## config.mk

```make
export PLATFORM = sky130hd
export DESIGN_NAME = ackhist_prio
export DESIGN_NICKNAME = d
export VERILOG_FILES = /design/src/rtl/ackhist_pkg.sv /design/src/rtl/ackhist_winsel.sv /design/src/rtl/ackhist_window.sv /design/src/rtl/ackhist_lookup.sv /design/src/rtl/ackhist_prio.sv
export SDC_FILE = /design/constraint.sdc
export NUM_CORES = 1
export LEC_CHECK = 0
export ABC_AREA = 1
export ABC_CLOCK_PERIOD_IN_PS = 16000
export BUFFER_PORTS_ARGS = -buffer_cell sky130_fd_sc_hd__clkbuf_2
export CAP_MARGIN = 5
export CELL_PAD_IN_SITES_DETAIL_PLACEMENT = 1
export CELL_PAD_IN_SITES_GLOBAL_PLACEMENT = 1
export CORE_AREA = 2 2 261 263
export DETAILED_ROUTE_END_ITERATION = 10
export DIE_AREA = 0 0 263 265
export HOLD_SLACK_MARGIN = 0.1
export PLACE_DENSITY = 0.63
export SKIP_CTS_REPAIR_TIMING = 1
export SLEW_MARGIN = 30
export SYNTH_ARGS = -nofsm -noshare
export SYNTH_HDL_FRONTEND = slang
export SYNTH_SLANG_ARGS = --single-unit
export TNS_END_PERCENT = 20
```

## constraint.sdc

```tcl
create_clock -name clk -period 16 [get_ports clk]
set_clock_uncertainty 0.2 [all_clocks]
set_input_delay 3.2 -clock clk [delete_from_list [all_inputs] [get_ports clk]]
set_output_delay 3.2 -clock clk [all_outputs]
set_load 0.01 [all_outputs]
```

## src/rtl/ackhist_pkg.sv

```systemverilog
package ackhist_pkg;
    parameter int NUM_CH    = 5;
    parameter int PRIO_W    = 4;
    parameter int TBL_DEPTH = 16;
    parameter int MAX_WIN   = 32;

    localparam int CNT_W = $clog2(MAX_WIN + 1);
    localparam int IDX_W = $clog2(TBL_DEPTH);
endpackage

```

## src/rtl/ackhist_winsel.sv

```systemverilog
module ackhist_winsel #(
    parameter int MAX_WIN = ackhist_pkg::MAX_WIN,
    localparam int CNT_W  = $clog2(MAX_WIN + 1)
) (
    input  logic             clk,
    input  logic             rst_n,
    input  logic [CNT_W-1:0] win_len_i,
    output logic [CNT_W-1:0] eff_n_o,
    output logic             clear_o
);
    typedef struct packed {
        logic [CNT_W-1:0] win;
    } ws_st_t;

    ws_st_t st_d, st_q;
    logic [CNT_W-1:0] eff;

    always_comb begin
        if (win_len_i == '0) begin
            eff = CNT_W'(1);
        end else if (win_len_i > CNT_W'(MAX_WIN)) begin
            eff = CNT_W'(MAX_WIN);
        end else begin
            eff = win_len_i;
        end
        st_d     = st_q;
        st_d.win = eff;
    end

    always_ff @(posedge clk) begin
        if (!rst_n) begin
            st_q.win <= CNT_W'(MAX_WIN);
        end else begin
            st_q <= st_d;
        end
    end

    assign eff_n_o = eff;
    assign clear_o = (eff != st_q.win);

    // the effective window always lies in 1..MAX_WIN
    p_eff_range_r9: assert property (@(posedge clk) disable iff (!rst_n)
        (eff_n_o >= CNT_W'(1)) && (eff_n_o <= CNT_W'(MAX_WIN)));
endmodule

```

## src/rtl/ackhist_window.sv

```systemverilog
module ackhist_window #(
    parameter int MAX_WIN = ackhist_pkg::MAX_WIN,
    localparam int CNT_W  = $clog2(MAX_WIN + 1),
    localparam int POS_W  = $clog2(MAX_WIN)
) (
    input  logic             clk,
    input  logic             rst_n,
    input  logic             adv_i,
    input  logic             clear_i,
    input  logic             grant_i,
    input  logic [CNT_W-1:0] eff_n_i,
    output logic [CNT_W-1:0] cnt_d_o
);
    typedef struct packed {
        logic [MAX_WIN-1:0] hist;
        logic [CNT_W-1:0]   cnt;
    } win_st_t;

    win_st_t st_d, st_q;
    logic [POS_W-1:0] old_pos;
    logic [CNT_W-1:0] nm1;
    logic             leaving;

    always_comb begin
        nm1     = eff_n_i - CNT_W'(1);
        old_pos = POS_W'(nm1);
        leaving = st_q.hist[old_pos];
        st_d    = st_q;
        if (clear_i) begin
            st_d = '0;
        end else if (adv_i) begin
            st_d.hist = {st_q.hist[MAX_WIN-2:0], grant_i};
            st_d.cnt  = st_q.cnt + CNT_W'(grant_i) - CNT_W'(leaving);
        end
    end

    always_ff @(posedge clk) begin
        if (!rst_n) begin
            st_q <= '0;
        end else begin
            st_q <= st_d;
        end
    end

    assign cnt_d_o = st_d.cnt;

    // Mask of the window positions, used only by the checks below
    logic [MAX_WIN:0]   one_ext;
    logic [MAX_WIN-1:0] win_mask;
    always_comb begin
        one_ext  = (MAX_WIN + 1)'(1) << eff_n_i;
        win_mask = one_ext[MAX_WIN-1:0] - MAX_WIN'(1);
    end

    // the incremental count matches the grant bits inside the window
    p_cnt_matches_hist_r2: assert property (@(posedge clk) disable iff (!rst_n)
        !clear_i |-> (32'(st_q.cnt) == $countones(st_q.hist & win_mask)));

    // no valid arbitration, no change of history
    p_hold_r3: assert property (@(posedge clk) disable iff (!rst_n)
        (!adv_i && !clear_i) |=> ($stable(st_q.cnt) && $stable(st_q.hist)));

    // a window change empties the history
    p_clear_r8: assert property (@(posedge clk) disable iff (!rst_n)
        clear_i |=> (st_q.cnt == '0 && st_q.hist == '0));
endmodule

```

## src/rtl/ackhist_lookup.sv

```systemverilog
module ackhist_lookup #(
    parameter int TBL_DEPTH = ackhist_pkg::TBL_DEPTH,
    parameter int PRIO_W    = ackhist_pkg::PRIO_W,
    parameter int CNT_W     = ackhist_pkg::CNT_W,
    localparam int IDX_W    = $clog2(TBL_DEPTH)
) (
    input  logic [CNT_W-1:0]            cnt_i,
    input  logic                        alt_sel_i,
    input  logic [TBL_DEPTH*PRIO_W-1:0] main_i,
    input  logic [TBL_DEPTH*PRIO_W-1:0] alt_i,
    output logic [PRIO_W-1:0]           prio_o
);
    logic [IDX_W-1:0] idx;
    logic [PRIO_W-1:0] main_val, alt_val;

    generate
        if (CNT_W > IDX_W) begin : g_sat
            always_comb begin
                if (cnt_i >= CNT_W'(TBL_DEPTH)) begin
                    idx = IDX_W'(TBL_DEPTH - 1);
                end else begin
                    idx = cnt_i[IDX_W-1:0];
                end
            end
        end else begin : g_nosat
            assign idx = IDX_W'(cnt_i);
        end
    endgenerate

    always_comb begin
        main_val = main_i[idx*PRIO_W +: PRIO_W];
        alt_val  = alt_i[idx*PRIO_W +: PRIO_W];
        prio_o   = alt_sel_i ? alt_val : main_val;
    end
endmodule

```

## src/rtl/ackhist_prio.sv

```systemverilog
module ackhist_prio #(
    parameter int NUM_CH    = ackhist_pkg::NUM_CH,
    parameter int PRIO_W    = ackhist_pkg::PRIO_W,
    parameter int TBL_DEPTH = ackhist_pkg::TBL_DEPTH,
    parameter int MAX_WIN   = ackhist_pkg::MAX_WIN,
    localparam int CNT_W    = $clog2(MAX_WIN + 1),
    localparam int TBL_W    = TBL_DEPTH * PRIO_W
) (
    input  logic                    clk,
    input  logic                    rst_n,
    input  logic                    arb_valid_i,
    input  logic [NUM_CH-1:0]       grant_i,
    input  logic [CNT_W-1:0]        win_len_i,
    input  logic [NUM_CH-1:0]       alt_sel_i,
    input  logic [NUM_CH*TBL_W-1:0] main_tbl_i,
    input  logic [NUM_CH*TBL_W-1:0] alt_tbl_i,
    output logic [NUM_CH*PRIO_W-1:0] prio_o
);
    typedef struct packed {
        logic [NUM_CH*PRIO_W-1:0] prio;
    } top_st_t;

    top_st_t st_d, st_q;
    logic [CNT_W-1:0]         eff_n;
    logic                     clear;
    logic [NUM_CH*PRIO_W-1:0] lk_prio;

    ackhist_winsel #(.MAX_WIN(MAX_WIN)) u_winsel (
        .clk       (clk),
        .rst_n     (rst_n),
        .win_len_i (win_len_i),
        .eff_n_o   (eff_n),
        .clear_o   (clear)
    );

    for (genvar c = 0; c < NUM_CH; c++) begin : g_ch
        logic [CNT_W-1:0] cnt_d;

        ackhist_window #(.MAX_WIN(MAX_WIN)) u_win (
            .clk     (clk),
            .rst_n   (rst_n),
            .adv_i   (arb_valid_i),
            .clear_i (clear),
            .grant_i (grant_i[c]),
            .eff_n_i (eff_n),
            .cnt_d_o (cnt_d)
        );

        ackhist_lookup #(
            .TBL_DEPTH (TBL_DEPTH),
            .PRIO_W    (PRIO_W),
            .CNT_W     (CNT_W)
        ) u_lk (
            .cnt_i     (cnt_d),
            .alt_sel_i (alt_sel_i[c]),
            .main_i    (main_tbl_i[c*TBL_W +: TBL_W]),
            .alt_i     (alt_tbl_i[c*TBL_W +: TBL_W]),
            .prio_o    (lk_prio[c*PRIO_W +: PRIO_W])
        );
    end

    always_comb begin
        st_d      = st_q;
        st_d.prio = lk_prio;
    end

    always_ff @(posedge clk) begin
        if (!rst_n) begin
            st_q <= '0;
        end else begin
            st_q <= st_d;
        end
    end

    assign prio_o = st_q.prio;

    // at most one channel is granted per valid arbitration
    p_grant_onehot_r11: assert property (@(posedge clk) disable iff (!rst_n)
        arb_valid_i |-> $onehot0(grant_i));
endmodule

```

### Word level (Yosys, flattened, before mapping)

Index checks and enable logic that the tools add are counted.

* register bits after elaboration: 216
* output and inout bits: 20
* input bits: 659

* reduce and logical (&&, ||, !) cells: 2
* $add $sub $neg: 11
* equal/unequal tests: 1
* order comparisons: 7
* multiplexer cells: 32
* bitwise operators: 1
* shift-type cells: 10

Operators with widths (count)
* 64-bit by 7-bit indexed part select with 4-bit output: 10
* 6-bit two-way mux: 12
* 4-bit two-way mux: 10
* 6-bit by 1-bit adder with 6-bit output: 5
* 6-bit by 5-bit >= comparator with 1-bit output, second input constant: 5
* 6-bit by 1-bit subtractor with 6-bit output: 5
* 1-bit binary-select mux with 5-bit select: 5
* 6-bit greater-than comparator, second input constant: 1
* 6-bit zero test: 1
* 5-bit by 6-bit < comparator with 1-bit output, second input constant: 1
* 6-bit != test: 1
* 1-bit two-way mux: 5
* 5-bit by 1-bit subtractor with 5-bit output, second input constant: 1
* 2-bit OR reduction: 1
* 1-bit NOT: 1

### Longest topological paths before layout

* depth after elaboration: 13
* mapped depth: 36
* gate-level depth less buffers: 32

### Modules after synthesis

From an unflattened synthesis, not the netlist that was laid out.

* cell total of the unflattened synthesis: 3387
* area, all modules: 19837.8 um^2

Modules (own cells, without submodules)
* ackhist_window: times used 5, cells an instance 307, area an instance 2220.9 um^2
* ackhist_lookup: times used 5, cells an instance 347, area an instance 1565.3 um^2
* ackhist_prio: times used 1, cells an instance 62, area an instance 573.0 um^2
* ackhist_winsel: times used 1, cells an instance 55, area an instance 334.1 um^2

### Least setup slack after synthesis

Ideal clock, no wire load.

* kind: input to register
* start point: input port win_len_i[2]
* end point: register st_q, in the netlist prio_o[12]
* stages on the path: 31
* path slack: 7.904 ns
* buffers on the path: 4
* data arrival time: 7.826 ns
* required time: 15.730 ns
* cell sequence: nor2_1 -> nand3_1 -> nand2_1 -> buf_2 -> clkinv_1 -> clkbuf_1 -> ha_1 -> xor2_1 -> clkbuf_1 -> nand2_1 -> o221ai_1 -> nand2_1 -> o21ai_0 -> ha_1 -> inv_1 -> ha_1 -> inv_1 -> fa_1 -> nand3b_1 -> nand2_1 -> nand2_1 -> nand3_1 -> o21ai_0 -> nand2_1 -> nand2_1 -> nor2_2 -> buf_4 -> nand3_1 -> nand3_1 -> nand3_1 -> a21oi_1

* word-level cells in the longest chain between the ends: 13
* elaborated cells on any way between the ends: 16
* those cells by class: add/sub (2); order compare (2); eq/ne (1); shift (2); mux (8); reduce/logical (1)

RTL lines
* from (decl): line ackhist_prio.sv:13 `input logic [CNT_W-1:0] win_len_i,`
* 6-bit greater-than comparator: line ackhist_winsel.sv:21 `end else if (win_len_i > CNT_W'(MAX_WIN)) begin`
* 6-bit two-way mux: line ackhist_winsel.sv:21
* 6-bit two-way mux (*): line ackhist_winsel.sv:19 `if (win_len_i == '0) begin`
* 5-bit by 1-bit subtractor with 5-bit output: line ackhist_window.sv:25 `nm1 = eff_n_i - CNT_W'(1);`
* 1-bit binary-select mux with 5-bit select: line ackhist_window.sv:27 `leaving = st_q.hist[old_pos];`
* 1-bit two-way mux (implied by the code): line ackhist_window.sv:27
* 6-bit by 1-bit subtractor with 6-bit output: line ackhist_window.sv:33 `st_d.cnt = st_q.cnt + CNT_W'(grant_i) - CNT_W'(leaving);`
* 6-bit two-way mux: line ackhist_window.sv:31 `end else if (adv_i) begin`
* 6-bit two-way mux (*): line ackhist_window.sv:29 `if (clear_i) begin`
* 6-bit by 5-bit >= comparator with 1-bit output: line ackhist_lookup.sv:19 `if (cnt_i >= CNT_W'(TBL_DEPTH)) begin`
* 4-bit two-way mux (*): line ackhist_lookup.sv:19
* 64-bit by 7-bit indexed part select with 4-bit output (on tied branches): line ackhist_lookup.sv:31, ackhist_lookup.sv:32
* 4-bit two-way mux (*): line ackhist_lookup.sv:33 `prio_o = alt_sel_i ? alt_val : main_val;`
* to (signal assigned): line ackhist_prio.sv:71 `st_q <= st_d;`
* to (decl): line ackhist_prio.sv:23 `top_st_t st_d, st_q;`

Mark *: on every way between the ends. The rest lies on a longest branch, timed or not. The select of a mux whose other input is x is not followed.
A chain may end at the register's enable or synchronous reset.

### Worst setup path after layout

* start point: input port win_len_i[2]
* end point: register st_q, in the netlist prio_o[15]

Same word-level chain as after synthesis.

==> run metrics <==
power per standard cell area 79.6 nW/um2; aggregate global routing overflow 0; DR iter-0 viols 1,217; number of placed cells counting well taps 3,872; reported max-cap violation count 0; insertion delay to the later sink of the worst-skew pair 580 ps; floorplan die width 263 um; Met1 Routed Length 40,800 um; vias post-DR 20.0k; Hold WC Path Type flop to flop; switching power of the nets 616 uW; Critical Path End Type flop; number of synthesized register bits 216; post-layout net count 3,723; CTS buffer count 27; Mapped Cells 2,488; cell area after synthesis 17,300 um2; data arrival time of the critical path 10,360 ps; clock net sink count 216; Slew @ Worst Pin 875 ps; Max-Slew Margin vs Limit 41.4%; routed wire length 85,400 um; vias in the first global route 20.3k; Fin. Hold Viols 0; Synth-to-Final Area Change 27.7%; fin. max-slew vios 0; area fraction in compound gates after synthesis 15.0%; largest net degree at the start of global routing 107; Setup TNS 0 ps; worst supply voltage drop on vdd 0.0775 mV; number of library cell types mapped by synthesis 40; TritonCTS clock tree done; detailed placer's ending HPWL 67,400 um; xor and xnor fraction of the mapped netlist area 0.666%; Synth Area in Simple Gates 28.6%; sequential cell area fraction in the yosys report 25.0%; proportion of layout cells with a drive suffix above 1 26.1%; RePlAce Congestion 0.974; Die ar. 69,700 um2; shortest period the worst path allows 10,140 ps; total setup violations reported at the end of the flow 0; Cell Count, Final, Fillers Out 3,927; routed wl met2 38,200 um; Routed WL per cell 21.7 um; Row Count 95; initial core utilization 25.9%; CORE AREA 66,800 um2; mux cell area share after synthesis 18.5%; slowest library cell on the worst path sky130_fd_sc_hd__o21ai_4; share of synthesized cell area in full adder, half adder and majority cells 2.82%; metal3 WL 4990 um; average cell area after synthesis 6.95 um2; antenna violations before repair 25; Max Clock Freq 98.6 MHz; Top Metal Used met5; Die H 265 um; buffers added on ports 678; synthesized net count 3,183; main combinational cell family by area after synthesis simple AND/OR/NAND/NOR gates; clock network fraction of total power 35.6%; maximum level of the CTS H-tree 1; clock-pin slew on the worst setup and hold paths 60 ps; first-pass GRT wire length 125,000 um; count of fill cells added during filler insertion 8,466; Seq pwr share 32.4%; DRC viols 0; setup repair after global routing missed its margin false; CP startpoint kind input pin; global-route usage over all layers 23.2%; Net Sw Frac 35.1%; maximum number of buffers from clock root to sink 3; Post-DRT Antenna Nets 0; cell chosen for the clock root sky130_fd_sc_hd__clkbuf_16; Yosys warning count 0; CP max FO 59; I/O pin cnt 679; Initial DRT Pass Iterations 5; Req. time, crit path 16,220 ps; startpoint-to-endpoint class of the critical path input pin to flop; result of the run finished, final reports clean; final worst path period share 63.4%; routed vias/inst 5.08; internal power 1140 uW; static leakage 0.0105 uW; longest individual stage delay on the worst path 760 ps; share of power burned in combinational logic 32.0%
metrics by stage:
step	total power [uW]	setup WS, ps	utilization (%)	hold slack (ps)	instance area, um2
global route	1860	5080	33.0	303	22100
global placement	1130	4590	31.6	264	21100
finish	1760	5860	33.0	275	22100
floorplan	918	7900	-	250	17300
CTS	1770	5410	33.0	277	22000
detailed placement	1140	4830	31.6	274	21100
final timing paths:
| kind | start | end | slack [ps] | depth (start not counted) |
|---|---|---|---|---|
| setup / recovery | win_len_i[2] | prio_o[15] | 5860 | 30 |
| setup reg to reg | g_ch[2].u_win.st_q[6] | prio_o[10] | 11050 | 22 |
| hold reg to reg | g_ch[2].u_win.st_q[15] | g_ch[2].u_win.st_q[16] | 280 | 2 |
| hold / removal | g_ch[2].u_win.st_q[15] | g_ch[2].u_win.st_q[16] | 280 | 2 |
worst max-delay path: cells and delay by family:
family                     cells  cell delay [ps]
buffers and inverters          7             2150
and+or+nand+nor               12             1870
AOI/OAI and AO/OA              7             1720
adders and majority gates      4             1380
logic make-up after synthesis:
kind of cell | count (synthesis)
simple gates | 1101
compound gates | 414
buf+inv | 390
mux | 320
flops | 216
fa+ha+maj | 36
xor+xnor | 11
power groups by stage:
stage / clock, uW / combinational (uW) / sequential, uW
after floorplan: 0 / 344 / 574
after detailed placement: 0 / 562 / 579
after global placement: 0 / 550 / 580
final: 626 / 562 / 569
after CTS: 641 / 565 / 568
after global routing: 659 / 627 / 569
area by class of cell:
type	instances	area [um2]	area share (%)
Inverter	204	769	3.49
Antenna cell	7	17.5	0.0794
Multi-Input combinational cell	1882	11400	51.7
Timing Repair Buffer	697	3580	16.2
Sequential cell	216	4320	19.6
Clock inverter	9	116	0.527
Clock buffer	39	771	3.49
Tap cell	873	1090	4.95
flip-flops by register name, summed over array words and instances (netlist names):
| name | count |
|---|---|
| g_ch.u_win.st_q | 190 |
| u_winsel.st_q | 6 |
| prio_o | 20 |
layer usage:
metal | global-route usage (%) | vias to the layer above
met2 | 36.9 | 527
met5 | 0 | -
met3 | 3.65 | 88
met4 | 4.11 | 14
met1 | 33.3 | 9608
li1 | - | 9725
cell usage after synthesis:
| master | count | share of area [%] |
|---|---|---|
| sky130_fd_sc_hd__a21oi_1 | 108 | 3.1 |
| sky130_fd_sc_hd__nand2_4 | 4 | 0.26 |
| sky130_fd_sc_hd__o21bai_1 | 1 | 0.043 |
| sky130_fd_sc_hd__nor3_1 | 2 | 0.058 |
| sky130_fd_sc_hd__a211oi_1 | 156 | 6.8 |
| sky130_fd_sc_hd__or2_2 | 6 | 0.22 |
| sky130_fd_sc_hd__nand3b_1 | 6 | 0.26 |
| sky130_fd_sc_hd__nand3_1 | 481 | 14 |
| sky130_fd_sc_hd__clkinv_1 | 3 | 0.065 |
| sky130_fd_sc_hd__buf_4 | 13 | 0.56 |
| sky130_fd_sc_hd__buf_6 | 6 | 0.39 |
| sky130_fd_sc_hd__buf_1 | 5 | 0.11 |
| sky130_fd_sc_hd__o21ai_4 | 2 | 0.19 |
| sky130_fd_sc_hd__nor2_1 | 220 | 4.8 |
| sky130_fd_sc_hd__xor2_4 | 1 | 0.16 |
| sky130_fd_sc_hd__o211ai_1 | 10 | 0.43 |
| sky130_fd_sc_hd__clkbuf_1 | 120 | 2.6 |
| sky130_fd_sc_hd__o221ai_1 | 15 | 0.76 |
| sky130_fd_sc_hd__nand4_2 | 1 | 0.072 |
| sky130_fd_sc_hd__xnor2_1 | 7 | 0.35 |
| sky130_fd_sc_hd__o21ai_0 | 115 | 3.3 |
| sky130_fd_sc_hd__and2_1 | 1 | 0.036 |
| sky130_fd_sc_hd__nand2_1 | 343 | 7.5 |
| sky130_fd_sc_hd__nand3_2 | 8 | 0.46 |
| sky130_fd_sc_hd__or2_1 | 1 | 0.036 |
| sky130_fd_sc_hd__nor2_4 | 2 | 0.13 |
| sky130_fd_sc_hd__nand4_1 | 14 | 0.51 |
| sky130_fd_sc_hd__mux2i_1 | 320 | 19 |
| sky130_fd_sc_hd__xor2_1 | 3 | 0.15 |
| sky130_fd_sc_hd__ha_1 | 31 | 2.2 |
| sky130_fd_sc_hd__nand2_2 | 8 | 0.29 |
| sky130_fd_sc_hd__dfxtp_1 | 216 | 25 |
| sky130_fd_sc_hd__fa_1 | 5 | 0.58 |
| sky130_fd_sc_hd__nor2_2 | 4 | 0.14 |
| sky130_fd_sc_hd__o22ai_1 | 1 | 0.036 |
| sky130_fd_sc_hd__a21oi_2 | 2 | 0.10 |
| sky130_fd_sc_hd__o21ai_2 | 4 | 0.20 |
| sky130_fd_sc_hd__buf_2 | 42 | 1.2 |
| sky130_fd_sc_hd__inv_1 | 194 | 4.2 |
| sky130_fd_sc_hd__inv_2 | 7 | 0.15 |
placed cells by master (no fill, tap or decap), types with 4 or more instances in the layout:
cell type | synthesis | final
sky130_fd_sc_hd__a211oi_1 | 156 | 156
sky130_fd_sc_hd__a21oi_1 | 108 | 108
sky130_fd_sc_hd__buf_4 | 13 | 17
sky130_fd_sc_hd__buf_6 | 6 | 8
sky130_fd_sc_hd__clkbuf_1 | 120 | 7
sky130_fd_sc_hd__clkbuf_16 | 0 | 27
sky130_fd_sc_hd__clkbuf_2 | 0 | 672
sky130_fd_sc_hd__clkbuf_8 | 0 | 5
sky130_fd_sc_hd__clkinv_2 | 0 | 5
sky130_fd_sc_hd__dfxtp_1 | 216 | 216
sky130_fd_sc_hd__diode_2 | 0 | 7
sky130_fd_sc_hd__fa_1 | 5 | 5
sky130_fd_sc_hd__ha_1 | 31 | 31
sky130_fd_sc_hd__inv_1 | 194 | 193
sky130_fd_sc_hd__inv_2 | 7 | 8
sky130_fd_sc_hd__mux2i_1 | 320 | 320
sky130_fd_sc_hd__nand2_1 | 343 | 341
sky130_fd_sc_hd__nand2_2 | 8 | 8
sky130_fd_sc_hd__nand2_4 | 4 | 5
sky130_fd_sc_hd__nand3_1 | 481 | 480
sky130_fd_sc_hd__nand3_2 | 8 | 9
sky130_fd_sc_hd__nand3b_1 | 6 | 6
sky130_fd_sc_hd__nand4_1 | 14 | 14
sky130_fd_sc_hd__nor2_1 | 220 | 220
sky130_fd_sc_hd__nor2_2 | 4 | 4
sky130_fd_sc_hd__o211ai_1 | 10 | 10
sky130_fd_sc_hd__o21ai_0 | 115 | 115
sky130_fd_sc_hd__o21ai_2 | 4 | 4
sky130_fd_sc_hd__o221ai_1 | 15 | 15
sky130_fd_sc_hd__or2_2 | 6 | 6
sky130_fd_sc_hd__xnor2_1 | 7 | 6
Note: power is estimated with default switching activity, not from simulation.
